`src/rtl/i2c_cmd_seq.sv`:
```
module i2c_cmd_seq #(
  parameter int LEN_W = 8
) (
  input  logic             clk,
  input  logic             rst_n,
  input  logic             req_valid,
  output logic             req_ready,
  input  logic [6:0]       req_addr,
  input  logic             req_read,
  input  logic [LEN_W-1:0] req_len,
  input  logic             req_restart,
  input  logic             req_stop,
  input  logic             req_last,
  input  logic             wr_valid,
  output logic             wr_ready,
  input  logic [7:0]       wr_data,
  output logic             cmd_valid,
  input  logic             cmd_ready,
  output logic [15:0]      cmd_word,
  input  logic             eng_err,
  input  logic             eng_tx_empty,
  output logic             eng_recover,
  output logic             rx_en,
  input  logic             eng_rx_valid,
  output logic             eng_rx_ready,
  input  logic [7:0]       eng_rx_data,
  output logic             rd_valid,
  output logic [7:0]       rd_data,
  output logic             done,
  output logic             done_err
);

  localparam logic [15:0] ESC_START = 16'(1) << 10;
  localparam logic [15:0] ESC_STOP  = 16'(3) << 10;
  localparam logic [15:0] ESC_REP   = 16'(4) << 10;
  localparam logic [15:0] P_LL = 16'h0000;
  localparam logic [15:0] P_LH = 16'h0001;
  localparam logic [15:0] P_HL = 16'h0002;
  localparam logic [15:0] P_HH = 16'h0003;
  localparam logic [15:0] P_WT = 16'h0004;
  localparam logic [15:0] RD_MORE = 16'h01FE;
  localparam logic [15:0] RD_LAST = 16'h03FF;
  localparam logic [LEN_W-1:0] ONE = LEN_W'(1);

  typedef enum logic [3:0] {
    S_IDLE, S_DRAIN, S_START, S_ADDR, S_DATA, S_STOP, S_WAIT, S_RECOV, S_RSTOP, S_SKIP
  } st_t;

  st_t              st;
  logic [2:0]       idx;
  logic [LEN_W-1:0] cnt;
  logic [LEN_W:0]   rx_left;
  logic             rx_skip, rep, started, is_rd, do_stop, is_last, prev_stop, abort;
  logic [6:0]       addr_q;

  logic emit, have, step, burst_end, rx_pop, start_n;
  st_t  after_data;

  assign start_n    = req_restart | prev_stop;
  assign req_ready  = (st == S_IDLE);
  assign emit       = (st == S_START) || (st == S_ADDR) || (st == S_DATA) ||
                      (st == S_STOP) || (st == S_RSTOP);
  assign have       = !(st == S_DATA && !is_rd) || wr_valid;
  assign cmd_valid  = emit && have && !eng_err;
  assign step       = emit && have && (cmd_ready || eng_err);
  assign wr_ready   = (st == S_SKIP) || (st == S_DATA && !is_rd && step);
  assign burst_end  = (st == S_START) ? (idx == (rep ? 3'd5 : 3'd2)) : (idx == 3'd4);
  assign after_data = do_stop ? S_STOP : S_WAIT;
  assign eng_recover  = (st == S_RECOV);
  assign eng_rx_ready = (st == S_DRAIN) || (st != S_IDLE && rx_left != '0);
  assign rx_pop       = eng_rx_valid && st != S_DRAIN && st != S_IDLE && rx_left != '0;

  always_comb begin
    cmd_word = P_LL;
    case (st)
      S_START:
        if (rep) begin
          case (idx)
            3'd0:    cmd_word = ESC_REP;
            3'd1:    cmd_word = P_LH;
            3'd2:    cmd_word = P_HH;
            3'd3:    cmd_word = P_WT;
            3'd4:    cmd_word = P_HL;
            default: cmd_word = P_LL;
          endcase
        end else begin
          case (idx)
            3'd0:    cmd_word = ESC_START;
            3'd1:    cmd_word = P_HL;
            default: cmd_word = P_LL;
          endcase
        end
      S_STOP, S_RSTOP:
        case (idx)
          3'd0:    cmd_word = ESC_STOP;
          3'd1:    cmd_word = P_LL;
          3'd2:    cmd_word = P_HL;
          3'd3:    cmd_word = P_WT;
          default: cmd_word = P_HH;
        endcase
      S_ADDR:  cmd_word = {7'b0, addr_q, is_rd, 1'b1};
      S_DATA:  cmd_word = is_rd ? ((cnt == ONE) ? RD_LAST : RD_MORE) : {7'b0, wr_data, 1'b1};
      default: cmd_word = P_LL;
    endcase
  end

  always_ff @(posedge clk) begin
    if (!rst_n) begin
      st <= S_IDLE; idx <= '0; cnt <= '0; rx_left <= '0; rx_skip <= 1'b0;
      rep <= 1'b0; started <= 1'b0; is_rd <= 1'b0; do_stop <= 1'b0; is_last <= 1'b0;
      addr_q <= '0; prev_stop <= 1'b1; abort <= 1'b0; rx_en <= 1'b0;
      rd_valid <= 1'b0; rd_data <= '0; done <= 1'b0; done_err <= 1'b0;
    end else begin
      rd_valid <= 1'b0;
      done     <= 1'b0;
      done_err <= 1'b0;
      if (rx_pop) begin
        rx_left <= rx_left - (LEN_W+1)'(1);
        if (rx_skip) rx_skip <= 1'b0;
        else begin
          rd_valid <= 1'b1;
          rd_data  <= eng_rx_data;
        end
      end
      if (step && (st == S_START || st == S_STOP || st == S_RSTOP)) idx <= idx + 3'd1;
      if (step && st == S_DATA) cnt <= cnt - ONE;
      case (st)
        S_IDLE:
          if (req_valid) begin
            addr_q  <= req_addr;
            is_rd   <= req_read;
            rx_en   <= req_read;
            do_stop <= req_stop | req_last;
            is_last <= req_last;
            cnt     <= req_len;
            idx     <= '0;
            if (abort) begin
              if (!req_read && req_len != '0) st <= S_SKIP;
              else if (req_last) begin
                done <= 1'b1; done_err <= 1'b1; abort <= 1'b0;
              end
            end else begin
              started <= start_n;
              rep     <= req_restart;
              rx_skip <= start_n;
              rx_left <= req_read ? ({1'b0, req_len} + (LEN_W+1)'(start_n)) : '0;
              if (req_read)            st <= S_DRAIN;
              else if (start_n)        st <= S_START;
              else if (req_len != '0)  st <= S_DATA;
              else                     st <= (req_stop | req_last) ? S_STOP : S_WAIT;
            end
          end
        S_DRAIN:
          if (!eng_rx_valid) st <= started ? S_START : ((cnt != '0) ? S_DATA : after_data);
        S_START:
          if (step && burst_end) begin
            idx <= '0;
            st  <= S_ADDR;
          end
        S_ADDR:
          if (step) st <= (cnt != '0) ? S_DATA : after_data;
        S_DATA:
          if (step && cnt == ONE) st <= after_data;
        S_STOP:
          if (step && burst_end) begin
            idx <= '0;
            st  <= S_WAIT;
          end
        S_WAIT:
          if (eng_err) st <= S_RECOV;
          else if (eng_tx_empty && rx_left == '0) begin
            prev_stop <= do_stop;
            st        <= S_IDLE;
            if (is_last) done <= 1'b1;
          end
        S_RECOV: begin
          rx_left <= '0;
          rx_skip <= 1'b0;
          st      <= S_RSTOP;
        end
        S_RSTOP:
          if (step && burst_end) begin
            idx       <= '0;
            prev_stop <= 1'b1;
            st        <= S_IDLE;
            if (is_last) begin
              done <= 1'b1; done_err <= 1'b1;
            end else abort <= 1'b1;
          end
        S_SKIP:
          if (wr_valid) begin
            cnt <= cnt - ONE;
            if (cnt == ONE) begin
              st <= S_IDLE;
              if (is_last) begin
                done <= 1'b1; done_err <= 1'b1; abort <= 1'b0;
              end
            end
          end
        default: st <= S_IDLE;
      endcase
    end
  end

  // an offered word waits unchanged unless an error withdraws it
  p_word_hold_r11: assert property (@(posedge clk) disable iff (!rst_n)
    (cmd_valid && !cmd_ready && !eng_err) |=> (eng_err || (cmd_valid && $stable(cmd_word))));

  // every delivered byte was popped from the engine one cycle earlier
  p_rd_from_pop_r7: assert property (@(posedge clk) disable iff (!rst_n)
    rd_valid |-> $past(eng_rx_valid && eng_rx_ready));

  // recovery is requested only after the engine showed an error
  p_recover_after_err_r8: assert property (@(posedge clk) disable iff (!rst_n)
    eng_recover |-> $past(eng_err));

  // failure status only ever accompanies the completion pulse
  p_err_with_done_r10: assert property (@(posedge clk) disable iff (!rst_n)
    done_err |-> done);

  // write bytes are never taken while receive capture is on
  p_wr_pop_write_only_r5: assert property (@(posedge clk) disable iff (!rst_n)
    wr_ready |-> !rx_en);

endmodule

```
`config.mk`:
```
export PLATFORM = sky130hd
export DESIGN_NAME = i2c_cmd_seq
export DESIGN_NICKNAME = d
export VERILOG_FILES = /design/src/rtl/i2c_cmd_seq.sv
export SDC_FILE = /design/constraint.sdc
export NUM_CORES = 1
export LEC_CHECK = 0
export ABC_AREA = 1
export BUFFER_PORTS_ARGS = -buffer_cell sky130_fd_sc_hd__buf_4
export CAP_MARGIN = 20
export CORE_MARGIN = 10
export CORE_UTILIZATION = 40
export CTS_BUF_LIST = sky130_fd_sc_hd__clkbuf_8
export CTS_CLUSTER_DIAMETER = 50
export DETAILED_ROUTE_END_ITERATION = 8
export PLACE_DENSITY_LB_ADDON = 0.08
export SLEW_MARGIN = 10
export SYNTH_ARGS = -nofsm -noshare
export SYNTH_HDL_FRONTEND = slang
export SYNTH_SLANG_ARGS = --single-unit
```
`constraint.sdc`:
```
create_clock -name clk -period 3.2 [get_ports clk]
set_input_delay 0.64 -clock clk [delete_from_list [all_inputs] [get_ports clk]]
set_output_delay 0.64 -clock clk [all_outputs]
set_load 0.02 [all_outputs]
```
# Word-level counts from Yosys, hierarchy flattened
# Cells that the tools add are included.
totals:
  reg_bits: 50
  latchBits: 0
  ramBits: 0
  mem_bits_ro: 0
  in_bits: 43
  out_inout_bits: 33
  elab_cells: 177
  n_memories: 0
op_classes:
  addsub: 4
  n_mul: 0
  div: 0
  n_lt_le_gt_ge: 0
  eq_ne: 31
  shifts: 0
  n_mux: 74
  bitwise: 4
  reduce_logical: 47
op_table:
  columns: ["cell", "count"]
  rows:
  - ["$pmux W13 S5", 1]
  - ["$pmux W16 S4", 1]
  - ["$mux W4", 14]
  - ["$pmux W12 S4", 1]
  - ["$pmux W4 S10", 1]
  - ["$mux W9", 4]
  - ["$mux W1", 27]
  - ["$mux W8", 3]
  - ["$pmux W11 S2", 1]
  - ["$mux W10", 2]
  - ["$mux W3", 6]
  - ["$pmux W9 S2", 1]
  - ["$eq A4 B3 Y1 const B", 4]
  - ["$mux W16", 1]
  - ["$ne A2 B2 Y1 const B", 8]
  - ["$pmux W8 S2", 1]
  - ["$reduce_bool A8 Y1", 2]
  - ["$logic_and A1 B1 Y1", 15]
  - ["$reduce_and A11 Y1", 1]
  - ["$logic_or A1 B1 Y1", 10]
  - ["$ne A2 B1 Y1 const B", 5]
  - ["$add A8 B1 Y9", 1]
  - ["$logic_not A9 Y1", 1]
  - ["$reduce_bool A9 Y1", 1]
  - ["33 further kinds", 48]

# Longest topological paths before layout
depth:
  word_depth: 11
  depth_mapped: 14
  mapped_depth_nobuf: 14

# Worst setup path before layout
# OpenSTA, ideal clock, no wires.
synth_timing:
  path_type: "reg2out"
  start: "register st[2]"
  end: "output wr_ready"
  arrival_ns: 1.599
  required_time_ns: 2.560
  setup_slack_ns: 0.961
  stages_incl_launch_ff: 8
  n_path_buf: 1
  path_cell_list: "dfxtp_1 > inv_2 > nor2_2 > nand2_2 > inv_4 > clkbuf_1 > nand2_1 > o21ai_0"
synth_between:
  elab_chain_len: 9
  word_cells_on_any_way: 17
  cone_classes: "eq/ne: 6; reduce/logical: 11"
synth_lines:
  columns: ["item", "line_no", "rtl"]
  rows:
  - ["start, declared", "49", "st_t st;"]
  - ["start signal, assigned", "150", "else st <= (req_stop | req_last) ? S_STOP : S_WAIT;"]
  - ["start signal, assigned", "154", "if (!eng_rx_valid) st <= started ? S_START : ((cnt != '0) ? S_DATA : after_data);"]
  - ["start signal, assigned", "161", "if (step) st <= (cnt != '0) ? S_DATA : after_data;"]
  - ["$eq A4 B2 Y1", "61", "assign emit = (st == S_START) || (st == S_ADDR) || (st == S_DATA) ||"]
  - ["$logic_or A1 B1 Y1 (3 in a row)", "61", null]
  - ["$logic_or A1 B1 Y1", "62", "(st == S_STOP) || (st == S_RSTOP);"]
  - ["$logic_and A1 B1 Y1 (2 in a row)", "65", "assign step = emit && have && (cmd_ready || eng_err);"]
  - ["$logic_and A1 B1 Y1", "66", "assign wr_ready = (st == S_SKIP) || (st == S_DATA && !is_rd && step);"]
  - ["$logic_or A1 B1 Y1 (*)", "66", null]
  - ["end, declared", "15", "output logic wr_ready,"]
# Mark *: on every way between the ends. The rest lies on a longest branch, timed or not.

# Worst setup path after layout
layout_timing:
  start: "register idx[0]"
  end: "output cmd_word[1]"
layout_between:
  elab_chain_len: 4
  word_cells_on_any_way: 10
  cone_classes: "eq/ne: 4; mux: 5; reduce/logical: 1"
layout_lines:
  columns: ["item", "line_no", "rtl"]
  rows:
  - ["start, declared", "50", "logic [2:0] idx;"]
  - ["start signal, assigned", "125", "if (step && (st == S_START || st == S_STOP || st == S_RSTOP)) idx <= idx + 3'd1;"]
  - ["$eq A3 B3 Y1 (tied with other cells)", "78", "case (idx)"]
  - ["$pmux W13 S5 / $pmux W11 S2 (equally long branches)", "78, 87", null]
  - ["$mux W16", "77", "if (rep) begin"]
  - ["$pmux W16 S4 (*)", "75", "case (st)"]
  - ["end, declared", "19", "output logic [15:0] cmd_word,"]
# Marks and branches as above.

==> run metrics <==
outcome=finished, final reports clean; IO Count=between 70 and 80; layout net count=691; max frequency=396 MHz; area leader, netlist=dfxtp_1; antenna cells=0; Worst Setup End Kind=output pin; Die Span Y=114 um; GRT Total Usage=16.6%; number of global-route vias before repair=roughly 3800; Distinct cells, synth=36; DRT Pass-1 Iters=5; RSZ-0062 raised after global routing=no; Post-Synth XOR/XNOR Area=2.21%; main combinational cell family by area after synthesis=simple AND/OR/NAND/NOR gates; layout cells sized above 1=19.6%; DR WL/cell=14.7 um; crit path DAT=1.88 ns; sequential share of power=24.6%; Cells after Synth=~570; post-synthesis sequential area ratio=28.1%; Tmin final=2.52 ns; Reg2Reg Setup Slack=around 1.1 ns; Placed Cells=738; hold buffer count at cts=0; Worst Path Required=2.56 ns; post-cts sizing count=0; final period utilization=78.8%; Clk pwr share=around 12%; global route total overflow=0; adder-cell share of the synthesized area=3.86%; width of the die=between 100 and 150 um; via count=3852; top_reg_cell synth=dfxtp_1; Peak VDD IR=approximately 0.00036 V; antenna violations before repair=0; area delta synth->final=20.6%; Cell Count, Final, Fillers Out=746; most frequent cell after synthesis=nand2_1; largest net degree at the start of global routing=27; Final Skew=0.00644 ns; multiplexer share of the synthesized area=0%; Synth Warn #=0; final setup violation count=0; switching power total=~2.1 mW; Max-Cap Viols=0; Synth top cells by count=nand2_1 (123), inv_1 (65), nor2_1 (60); DRT iter0 DRCs=172; Yosys top cell area share=28.1%; P_leak=2.04 nW; CTS tree=built; WL final=10900 um; die footprint=13100 um^2; synthesized cell area=3570 um^2; Vias/cell=approximately 5.2; DRC=0; clk root buf=clkbuf_8; Starting Density=between 40% and 50%; Syn Area/Cell=around 6.3 um^2; antenna viol nets, final=0; Sw Share=about half; Worst-Skew Late Latency=about 0.32 ns; startpoint class of the critical path=flip-flop; Synth Area in Compound Gates=between 10% and 20%; Comb pwr share=63.8%; port bufs=72; CTS sink count=50; Async SR Flop Fraction=0%; Hold Vio Cnt, Final=0; Pint=1.95 mW; Synth Register Bits=50; max-slew violation count=0; post-CTS setup buffers=0; Pwr Density=936 nW/um^2; Crit Path Max Fanout=5; worst hold path class=reg2reg; CTS clk-pin slew, worst paths=0.10 ns; worst-margin pin slew=0.576 ns; largest cells by area after synthesis=dfxtp_1 (28%), nand2_1 (13%), nand3_1 (7.4%), inv_1 (6.8%), a21oi_1 (6.5%); routability cong.=0.926; Max Root-Sink Buffers=2; CTS H-tree depth=2; first-pass GRT wire length=18100 um; Final HPWL DP=8860 um; Post-synth EDFFs=0; Setup TNS=0 ns; core area=8720 um^2; num rows=34; overall power=4.03 mW; Setup CP Type=reg2out; simple-gate share of the synthesized area=37.8%; relative slew slack=around 61%; number of buffers created by CTS=5
-- power by group through the flow --
stage               combinational [mW]  sequential (mW)  clock (mW)
CTS                               2.58            0.992       0.477
finish                            2.57            0.992       0.466
global route                      2.89             1.03       0.494
floorplan                         1.86             1.02           0
detailed placement                2.56             1.00           0
global placement                  2.54             1.00           0
-- worst max-delay path: stages (launching register included) --
cell and delay (ns):
dfxtp_1 0.41, inv_1 0.11, ha_1 0.23, nand2_1 0.07, inv_1 0.05, o31ai_1 0.21, o21ai_0 0.11, a21oi_1 0.13
nand3_1 0.08, buf_4 0.16
-- per-stage QoR --
stage / util (%) / instance area [um^2] / setup WS [ns] / hold WS, ns
after floorplan: - / 3570 / 0.961 / 0.421
after global placement: 48.0 / 4190 / 0.996 / 0.441
after detailed placement: 48.0 / 4190 / 0.980 / 0.437
after CTS: 49.3 / 4300 / 0.681 / 0.452
after global routing: 49.3 / 4300 / 0.576 / 0.478
final: 49.3 / 4300 / 0.677 / 0.454
-- routing by layer --
layer	GRT usage, %	wire, um	vias to the layer above
met4	4.43	142	0
met1	20.3	5040	1765
li1	-	-	1989
met3	3.77	620	13
met2	28.4	5140	85
met5	0	0	-
-- path summary, 6_finish.rpt --
kind / from / to / cells after the start
worst max-delay path: idx[0]$_SDFF_PN0_ / cmd_word[1] / 9
worst max register to register: st[2]$_SDFFE_PN0P_ / cnt[5]$_SDFF_PN0_ / 11
worst min register to register: addr_q[4]$_SDFFE_PN0P_ / addr_q[4]$_SDFFE_PN0P_ / 2
worst min-delay path: addr_q[4]$_SDFFE_PN0P_ / addr_q[4]$_SDFFE_PN0P_ / 2
-- layout make-up --
class                   count  area, um^2
clock buffers               5        68.8
clock inverters             3        41.3
fillers                   921        4420
inverters                  82         310
multi-input cells         425        2190
flip-flops and latches     50        1000
well taps                 108         135
repair buffers             73         548
-- sequential cells by signal (all words and copies together) (netlist names), 3 cells and up --
register  count
idx           3
rd_data       8
st            4
addr_q        7
cnt           8
rx_left       9
-- placed cells by master (no fill, tap or decap), drive strengths merged --
cell	netlist	final
nor3	7	7
nand2	129	129
a21boi	1	1
o2111ai	1	1
inv	80	81
nand3	57	57
dfxtp	50	50
a21oi	46	46
conb	1	3
bufinv	0	1
nor4	1	1
clkinvlp	0	1
nand3b	4	4
o211ai	8	8
o21bai	2	2
ha	11	11
or2	4	4
a22oi	3	3
clkinv	2	2
nand4	10	10
nor2	76	76
o31ai	1	1
a211oi	2	2
o21ai	47	47
buf	5	73
xor2	9	9
clkbuf	8	5
a31oi	1	1
o22ai	2	2
-- logic make-up (layout without fill, tap and decap cells) --
logic type / count (synthesis) / after routing
simple gates: 288 / 288
buf+inv: 95 / 163
flops: 50 / 50
fa+ha+maj: 11 / 11
other cells: 1 / 3
xor+xnor: 9 / 9
compound gates: 114 / 114
Note: power is estimated with default switching activity, not from simulation.
